## src/rtl/dnc_pkg.sv

```systemverilog
package dnc_pkg;
  // Nanoseconds in one second; the nanosecond field wraps here.
  localparam int unsigned NS_PER_SEC = 1_000_000_000;
endpackage

```

## src/rtl/dnc_tick_gen.sv

```systemverilog
module dnc_tick_gen #(
  parameter int CYC_PER_TICK = 244140,
  parameter int CYC_W        = 18,
  parameter int TICK_LG2     = 10
) (
  input  logic             clk,
  input  logic             rst,
  output logic [CYC_W-1:0] cyc_cnt,
  output logic             tick,
  output logic             sec_edge
);
  localparam logic [CYC_W-1:0] CYC_LAST = CYC_W'(CYC_PER_TICK - 1);

  logic [TICK_LG2-1:0] tick_idx;

  assign tick     = (cyc_cnt == CYC_LAST);
  assign sec_edge = tick && (tick_idx == '1);

  always_ff @(posedge clk) begin
    if (rst) begin
      cyc_cnt  <= '0;
      tick_idx <= '0;
    end else if (tick) begin
      cyc_cnt  <= '0;
      tick_idx <= tick_idx + 1'b1;
    end else begin
      cyc_cnt  <= cyc_cnt + 1'b1;
    end
  end
endmodule

```

## src/rtl/dnc_rate_calc.sv

```systemverilog
module dnc_rate_calc
  import dnc_pkg::*;
#(
  parameter int CORR_W   = 32,
  parameter int SHIFT_W  = 4,
  parameter int TICK_LG2 = 10,
  parameter int NS_W     = 30
) (
  input  logic                     clk,
  input  logic                     rst,
  input  logic                     load_en,
  input  logic signed [CORR_W-1:0] phase_in,
  input  logic signed [CORR_W-1:0] freq_in,
  input  logic [SHIFT_W-1:0]       shift_k,
  input  logic                     sec_edge,
  output logic [NS_W-1:0]          inc_whole,
  output logic [TICK_LG2-1:0]      inc_frac,
  output logic signed [CORR_W-1:0] pend
);
  localparam int TOT_W = CORR_W + 2;
  localparam logic [NS_W-1:0]     NOM_WHOLE = NS_W'(NS_PER_SEC >> TICK_LG2);
  localparam logic [TICK_LG2-1:0] NOM_FRAC  = TICK_LG2'(NS_PER_SEC % (1 << TICK_LG2));

  logic signed [CORR_W-1:0] freq_reg;
  logic [SHIFT_W-1:0]       k_reg;
  logic signed [CORR_W-1:0] share;
  logic signed [TOT_W-1:0]  sec_len;
  logic signed [TOT_W-1:0]  scaled;
  logic                     unused_hi;

  // Phase share for the coming second: floor(pend / 2^k).
  assign share   = pend >>> k_reg;
  assign sec_len = $signed(TOT_W'(NS_PER_SEC)) + TOT_W'(freq_reg) + TOT_W'(share);
  assign scaled  = sec_len >>> TICK_LG2;
  assign unused_hi = ^scaled[TOT_W-1:NS_W];

  always_ff @(posedge clk) begin
    if (rst) begin
      pend      <= '0;
      freq_reg  <= '0;
      k_reg     <= '0;
      inc_whole <= NOM_WHOLE;
      inc_frac  <= NOM_FRAC;
    end else begin
      if (sec_edge) begin
        inc_whole <= scaled[NS_W-1:0];
        inc_frac  <= sec_len[TICK_LG2-1:0];
      end
      if (load_en) begin
        pend     <= phase_in;
        freq_reg <= freq_in;
        k_reg    <= shift_k;
      end else if (sec_edge) begin
        pend <= pend - share;
      end
    end
  end
endmodule

```

## src/rtl/dnc_time_acc.sv

```systemverilog
module dnc_time_acc
  import dnc_pkg::*;
#(
  parameter int SEC_W    = 32,
  parameter int NS_W     = 30,
  parameter int TICK_LG2 = 10
) (
  input  logic                clk,
  input  logic                rst,
  input  logic                tick,
  input  logic [NS_W-1:0]     inc_whole,
  input  logic [TICK_LG2-1:0] inc_frac,
  output logic [SEC_W-1:0]    base_sec,
  output logic [NS_W-1:0]     base_ns
);
  localparam logic [NS_W:0] NS_LIM = (NS_W+1)'(NS_PER_SEC);

  logic [TICK_LG2-1:0] frac_acc;
  logic [TICK_LG2:0]   frac_sum;
  logic [NS_W:0]       ns_sum;

  assign frac_sum = {1'b0, frac_acc} + {1'b0, inc_frac};
  assign ns_sum   = {1'b0, base_ns} + {1'b0, inc_whole} + {{NS_W{1'b0}}, frac_sum[TICK_LG2]};

  always_ff @(posedge clk) begin
    if (rst) begin
      base_sec <= '0;
      base_ns  <= '0;
      frac_acc <= '0;
    end else if (tick) begin
      frac_acc <= frac_sum[TICK_LG2-1:0];
      if (ns_sum >= NS_LIM) begin
        base_ns  <= NS_W'(ns_sum - NS_LIM);
        base_sec <= base_sec + 1'b1;
      end else begin
        base_ns  <= ns_sum[NS_W-1:0];
      end
    end
  end
endmodule

```

## src/rtl/dnc_read_port.sv

```systemverilog
module dnc_read_port
  import dnc_pkg::*;
#(
  parameter int SEC_W      = 32,
  parameter int NS_W       = 30,
  parameter int CYC_W      = 18,
  parameter int NS_PER_CYC = 4
) (
  input  logic             clk,
  input  logic             rst,
  input  logic             rd_req,
  input  logic [SEC_W-1:0] base_sec,
  input  logic [NS_W-1:0]  base_ns,
  input  logic [CYC_W-1:0] cyc_cnt,
  output logic             rd_valid,
  output logic [SEC_W-1:0] rd_sec,
  output logic [NS_W-1:0]  rd_ns
);
  localparam logic [NS_W:0]   NS_LIM = (NS_W+1)'(NS_PER_SEC);
  localparam logic [NS_W-1:0] NS_TOP = NS_W'(NS_PER_SEC - 1);

  logic [NS_W-1:0]  interp;
  logic [NS_W:0]    cand_sum;
  logic [SEC_W-1:0] cand_sec;
  logic [NS_W-1:0]  cand_ns;
  logic             below;

  assign interp   = NS_W'(cyc_cnt) * NS_W'(NS_PER_CYC);
  assign cand_sum = {1'b0, base_ns} + {1'b0, interp};

  always_comb begin
    if (cand_sum >= NS_LIM) begin
      cand_sec = base_sec + 1'b1;
      cand_ns  = NS_W'(cand_sum - NS_LIM);
    end else begin
      cand_sec = base_sec;
      cand_ns  = cand_sum[NS_W-1:0];
    end
    below = (cand_sec < rd_sec) || ((cand_sec == rd_sec) && (cand_ns < rd_ns));
  end

  // rd_sec/rd_ns hold the last value returned; they are the floor for the next read.
  always_ff @(posedge clk) begin
    if (rst) begin
      rd_valid <= 1'b0;
      rd_sec   <= '0;
      rd_ns    <= '0;
    end else begin
      rd_valid <= rd_req;
      if (rd_req) begin
        if (!below) begin
          rd_sec <= cand_sec;
          rd_ns  <= cand_ns;
        end else if (rd_ns == NS_TOP) begin
          rd_sec <= rd_sec + 1'b1;
          rd_ns  <= '0;
        end else begin
          rd_ns  <= rd_ns + 1'b1;
        end
      end
    end
  end
endmodule

```

## src/rtl/amortized_ns_clock.sv

```systemverilog
module amortized_ns_clock
  import dnc_pkg::*;
#(
  parameter int TICKS_PER_SEC = 1024,
  parameter int CYC_PER_TICK  = 244140,
  parameter int SEC_W         = 32,
  parameter int NS_W          = 30,
  parameter int CORR_W        = 32,
  parameter int SHIFT_W       = 4
) (
  input  logic                     clk,
  input  logic                     rst,
  input  logic                     load_en,
  input  logic signed [CORR_W-1:0] phase_in,
  input  logic signed [CORR_W-1:0] freq_in,
  input  logic [SHIFT_W-1:0]       shift_k,
  input  logic                     rd_req,
  output logic                     rd_valid,
  output logic [SEC_W-1:0]         rd_sec,
  output logic [NS_W-1:0]          rd_ns
);
  localparam int TICK_LG2    = $clog2(TICKS_PER_SEC);
  localparam int CYC_W       = $clog2(CYC_PER_TICK);
  localparam int NOM_TICK_NS = int'(NS_PER_SEC) / TICKS_PER_SEC;
  localparam int NS_PER_CYC  = NOM_TICK_NS / CYC_PER_TICK;

  logic [CYC_W-1:0]         cyc_cnt;
  logic                     tick;
  logic                     sec_edge;
  logic [NS_W-1:0]          inc_whole;
  logic [TICK_LG2-1:0]      inc_frac;
  logic signed [CORR_W-1:0] pend_w;
  logic [SEC_W-1:0]         base_sec_w;
  logic [NS_W-1:0]          base_ns_w;

  dnc_tick_gen #(
    .CYC_PER_TICK(CYC_PER_TICK), .CYC_W(CYC_W), .TICK_LG2(TICK_LG2)
  ) u_tick (
    .clk(clk), .rst(rst), .cyc_cnt(cyc_cnt), .tick(tick), .sec_edge(sec_edge)
  );

  dnc_rate_calc #(
    .CORR_W(CORR_W), .SHIFT_W(SHIFT_W), .TICK_LG2(TICK_LG2), .NS_W(NS_W)
  ) u_rate (
    .clk(clk), .rst(rst), .load_en(load_en), .phase_in(phase_in), .freq_in(freq_in),
    .shift_k(shift_k), .sec_edge(sec_edge), .inc_whole(inc_whole), .inc_frac(inc_frac),
    .pend(pend_w)
  );

  dnc_time_acc #(
    .SEC_W(SEC_W), .NS_W(NS_W), .TICK_LG2(TICK_LG2)
  ) u_time (
    .clk(clk), .rst(rst), .tick(tick), .inc_whole(inc_whole), .inc_frac(inc_frac),
    .base_sec(base_sec_w), .base_ns(base_ns_w)
  );

  dnc_read_port #(
    .SEC_W(SEC_W), .NS_W(NS_W), .CYC_W(CYC_W), .NS_PER_CYC(NS_PER_CYC)
  ) u_read (
    .clk(clk), .rst(rst), .rd_req(rd_req), .base_sec(base_sec_w), .base_ns(base_ns_w),
    .cyc_cnt(cyc_cnt), .rd_valid(rd_valid), .rd_sec(rd_sec), .rd_ns(rd_ns)
  );
endmodule

```

## config.mk

```make
export PLATFORM = sky130hd
export DESIGN_NAME = amortized_ns_clock
export DESIGN_NICKNAME = d
export VERILOG_FILES = /design/src/rtl/dnc_pkg.sv /design/src/rtl/dnc_tick_gen.sv /design/src/rtl/dnc_rate_calc.sv /design/src/rtl/dnc_time_acc.sv /design/src/rtl/dnc_read_port.sv /design/src/rtl/amortized_ns_clock.sv
export SDC_FILE = /design/constraint.sdc
export NUM_CORES = 1
export LEC_CHECK = 0
export ABC_AREA = 1
export BUFFER_PORTS_ARGS = -buffer_cell sky130_fd_sc_hd__clkbuf_2
export CAP_MARGIN = 10
export CORE_AREA = 2 2 207 250
export DETAILED_ROUTE_END_ITERATION = 6
export DIE_AREA = 0 0 209 252
export PLACE_DENSITY = 0.84
export SLEW_MARGIN = 20
export SYNTH_ARGS = -nofsm -noshare
export SYNTH_HDL_FRONTEND = slang
export SYNTH_HIERARCHICAL = 1
export SYNTH_SLANG_ARGS = --single-unit
export TNS_END_PERCENT = 5
```

## constraint.sdc

```tcl
create_clock -name clk -period 4.8 [get_ports clk]
set_clock_uncertainty 0.15 [all_clocks]
set_input_delay 0.72 -clock clk [delete_from_list [all_inputs] [get_ports clk]]
set_output_delay 0.72 -clock clk [all_outputs]
set_load 0.1 [all_outputs]
```

==> metrics.txt <==
outcome=finished, violations left; failing checks=DRC, setup timing; nature of the critical path startpoint=register; layout cells sized above 1=0.158; CP endpoint kind=register; vias post-DR=33900; Sw Ratio=0.442; most used cell, CP=nand2_2; PnR worst setup slack=-546 ps; register area share after synthesis=0.184; setup violators final=63; simple-gate share of the synthesized area=0.404; combinational share of power=0.466; Clk network pwr share=0.259; ant diodes=0; RSZ-0062 raised after global routing=true; Core Util, Final=0.690; non-filler instance count after layout=6061; routed len/inst=15.9 um; DR vias/cell=5.59; clock sinks=265; total wire length=96400 um; Synth Area in Adders=0.100; dpl hpwl=71900 um; mux share of post-synthesis cell area=0.00313; Slew Limit Fails=0; worst reg2reg path startpoint=u_time/base_ns[13]; worst-margin pin slew=1050 ps; crit path from=u_time/base_ns[13]; Cell Int Power=0.00507 W; Post-Synth XOR/XNOR Area=0.0464; NumNets Final=5694; design area=34600 um2; CTS Buf Count=31; die width=209 um; Seq pwr share=0.275; grt total ovfl=0; Hold Crit Start=freq_in[13]; Synth Area in Compound Gates=0.130; pin count of the biggest net entering global routing=79; clk_lat worst skew=610 ps; H-tree lvl count=1; die extent in y=252 um; total track usage=0.339; Cells after Synth=5032; minimum setup slack after placement=-428 ps; synthesized area=28800 um2; Starting Density=0.575; Placed Instance Area=32000 um2; max cap viols=0; CP required=5160 ps; crit path max-delay cell type=dfxtp_1; R2R Setup Slk=-550 ps; Post-route DRC=3; Max VDD drop=0.277 mV; Final ANT Viol Nets=0; Synth area leader=nand2_1; Final period util=1.11; die area=52700 um2; CTS clk-pin slew, worst paths=60 ps; Post-synth EDFFs=0; Fin. Hold Viols=0; slowest stage delay, CP=490 ps; PwrDens=263 nW/um2; initial antenna violation count=0; top cells by count, synth=nand2_1 (1574), inv_1 (783), nor2_1 (483); drt initial violations=2999; placeable core area=50100 um2; I/O pin cnt=135; Max Fanout on Critical Path=10; Slew Limit Headroom=0.297; post-synth top area share=0.205; DRT Pass-1 Iters=7; Buffers on Ports=134; CTS tree=done; syn nets=5331; Syn. warnings=6; GPL Wtd Cong=1.00; TNS Setup=-24310 ps; Hold Crit Class=in2reg; dominant synthesized flop cell=dfxtp_1; Lkg Pwr=17.9 nW; Psw=0.00402 W; Core Rows=90; placed instance count=5965; crit path DAT=5700 ps; distinct cell type count after synthesis=61; minimum clock period=5350 ps; area grow syn2layout=20.0%; top cells by area, synth=nand2_1 (21%), dfxtp_1 (18%), inv_1 (10%), ha_1 (9.6%), nor2_1 (6.3%); Max Root-Sink Buffers=3; fmax=0.187 GHz; CP Class=reg2reg; vias in the first global route=31400; combinational family with the most area after synthesis=simple AND/OR/NAND/NOR gates; Seq cells post-synth=265; syn_area_per_cell=5.72 um2; root buffer cell=clkbuf_16; count leader, synth=nand2_1; global-route wire length before repair=148000 um; post-synthesis async set-or-reset flop share=0
## area by class of cell
type / instances / area (um2)
clock buffers: 47 / 916
clock inverters: 8 / 80.1
fillers: 4384 / 15500
inverters: 825 / 3110
multi-input cells: 3796 / 20600
flip-flops and latches: 265 / 5330
well taps: 644 / 806
repair buffers: 476 / 3700
## per-stage QoR
| stage | total power (W) | hold WS, ps |
|---|---|---|
| 2_1_floorplan | 0.00522 | 285 |
| 3_3_place_gp | 0.00609 | 301 |
| 3_5_place_dp | 0.00614 | 308 |
| 4_1_cts | 0.00874 | 171 |
| 5_1_grt | 0.00955 | 201 |
| 6_report | 0.00909 | 189 |
## worst max-delay path, delay by kind of cell, from the launching register on
family | cells | cell delay [ps]
AND/OR/NAND/NOR | 18 | 1810
buffers and inverters | 11 | 1510
AO/OA/AOI/OAI | 5 | 730
adder cells (fa/ha/maj) | 2 | 550
flip-flops | 1 | 490
## cell usage in the layout (no fill, tap or decap), drive strengths merged, types with 27 or more instances in the layout
cell    synthesis  final
o21ai         260    260
nand4          94     94
buf            60    336
nor3           88     88
nor2          507    507
nand2        1604   1604
nand3         366    366
ha            221    221
clkbuf         86    184
a21oi         319    319
xnor2          27     27
dfxtp         265    265
inv           821    820
xor2          124    124
## final timing paths
path,endpoint,cells past startpoint
max,u_read/rd_sec[0],36
min,u_rate/freq_reg[13],3
max reg2reg,u_read/rd_sec[0],36
min reg2reg,u_rate/freq_reg[29],2
## cells by family after synthesis
kind of cell               count (synthesis)
DFF                                      265
muxes                                      9
and+or+nand+nor                         2730
buffers and inverters                    971
xor gates and xnor gates                 151
AOI/OAI and AO/OA                        679
adders and majority gates                227
## power by group through the flow
stage          Clock (W)  Combinational [W]  Sequential [W]
3_5_place_dp           0            0.00360         0.00254
3_3_place_gp           0            0.00355         0.00254
4_1_cts          0.00239            0.00386         0.00249
5_1_grt          0.00247            0.00456         0.00251
2_1_floorplan          0            0.00212         0.00311
6_report         0.00236            0.00424         0.00250
## layer usage
metal	vias to the layer above	share of wire	GRT usage
li1	16800	-	-
met1	15200	0.37	0.357
met2	1368	0.49	0.628
met3	483	0.055	0.0349
met4	0	0.082	0.245
met5	-	0	0
## repair_timing
action,CTS,global route
pin swaps,13,51
hold buffers,0,0
resized for setup,44,200
endpoints found under the setup margin,65,113
gates cloned,8,4
buffers inserted,13,17
No activity file was read; power rests on OpenSTA's default activity.
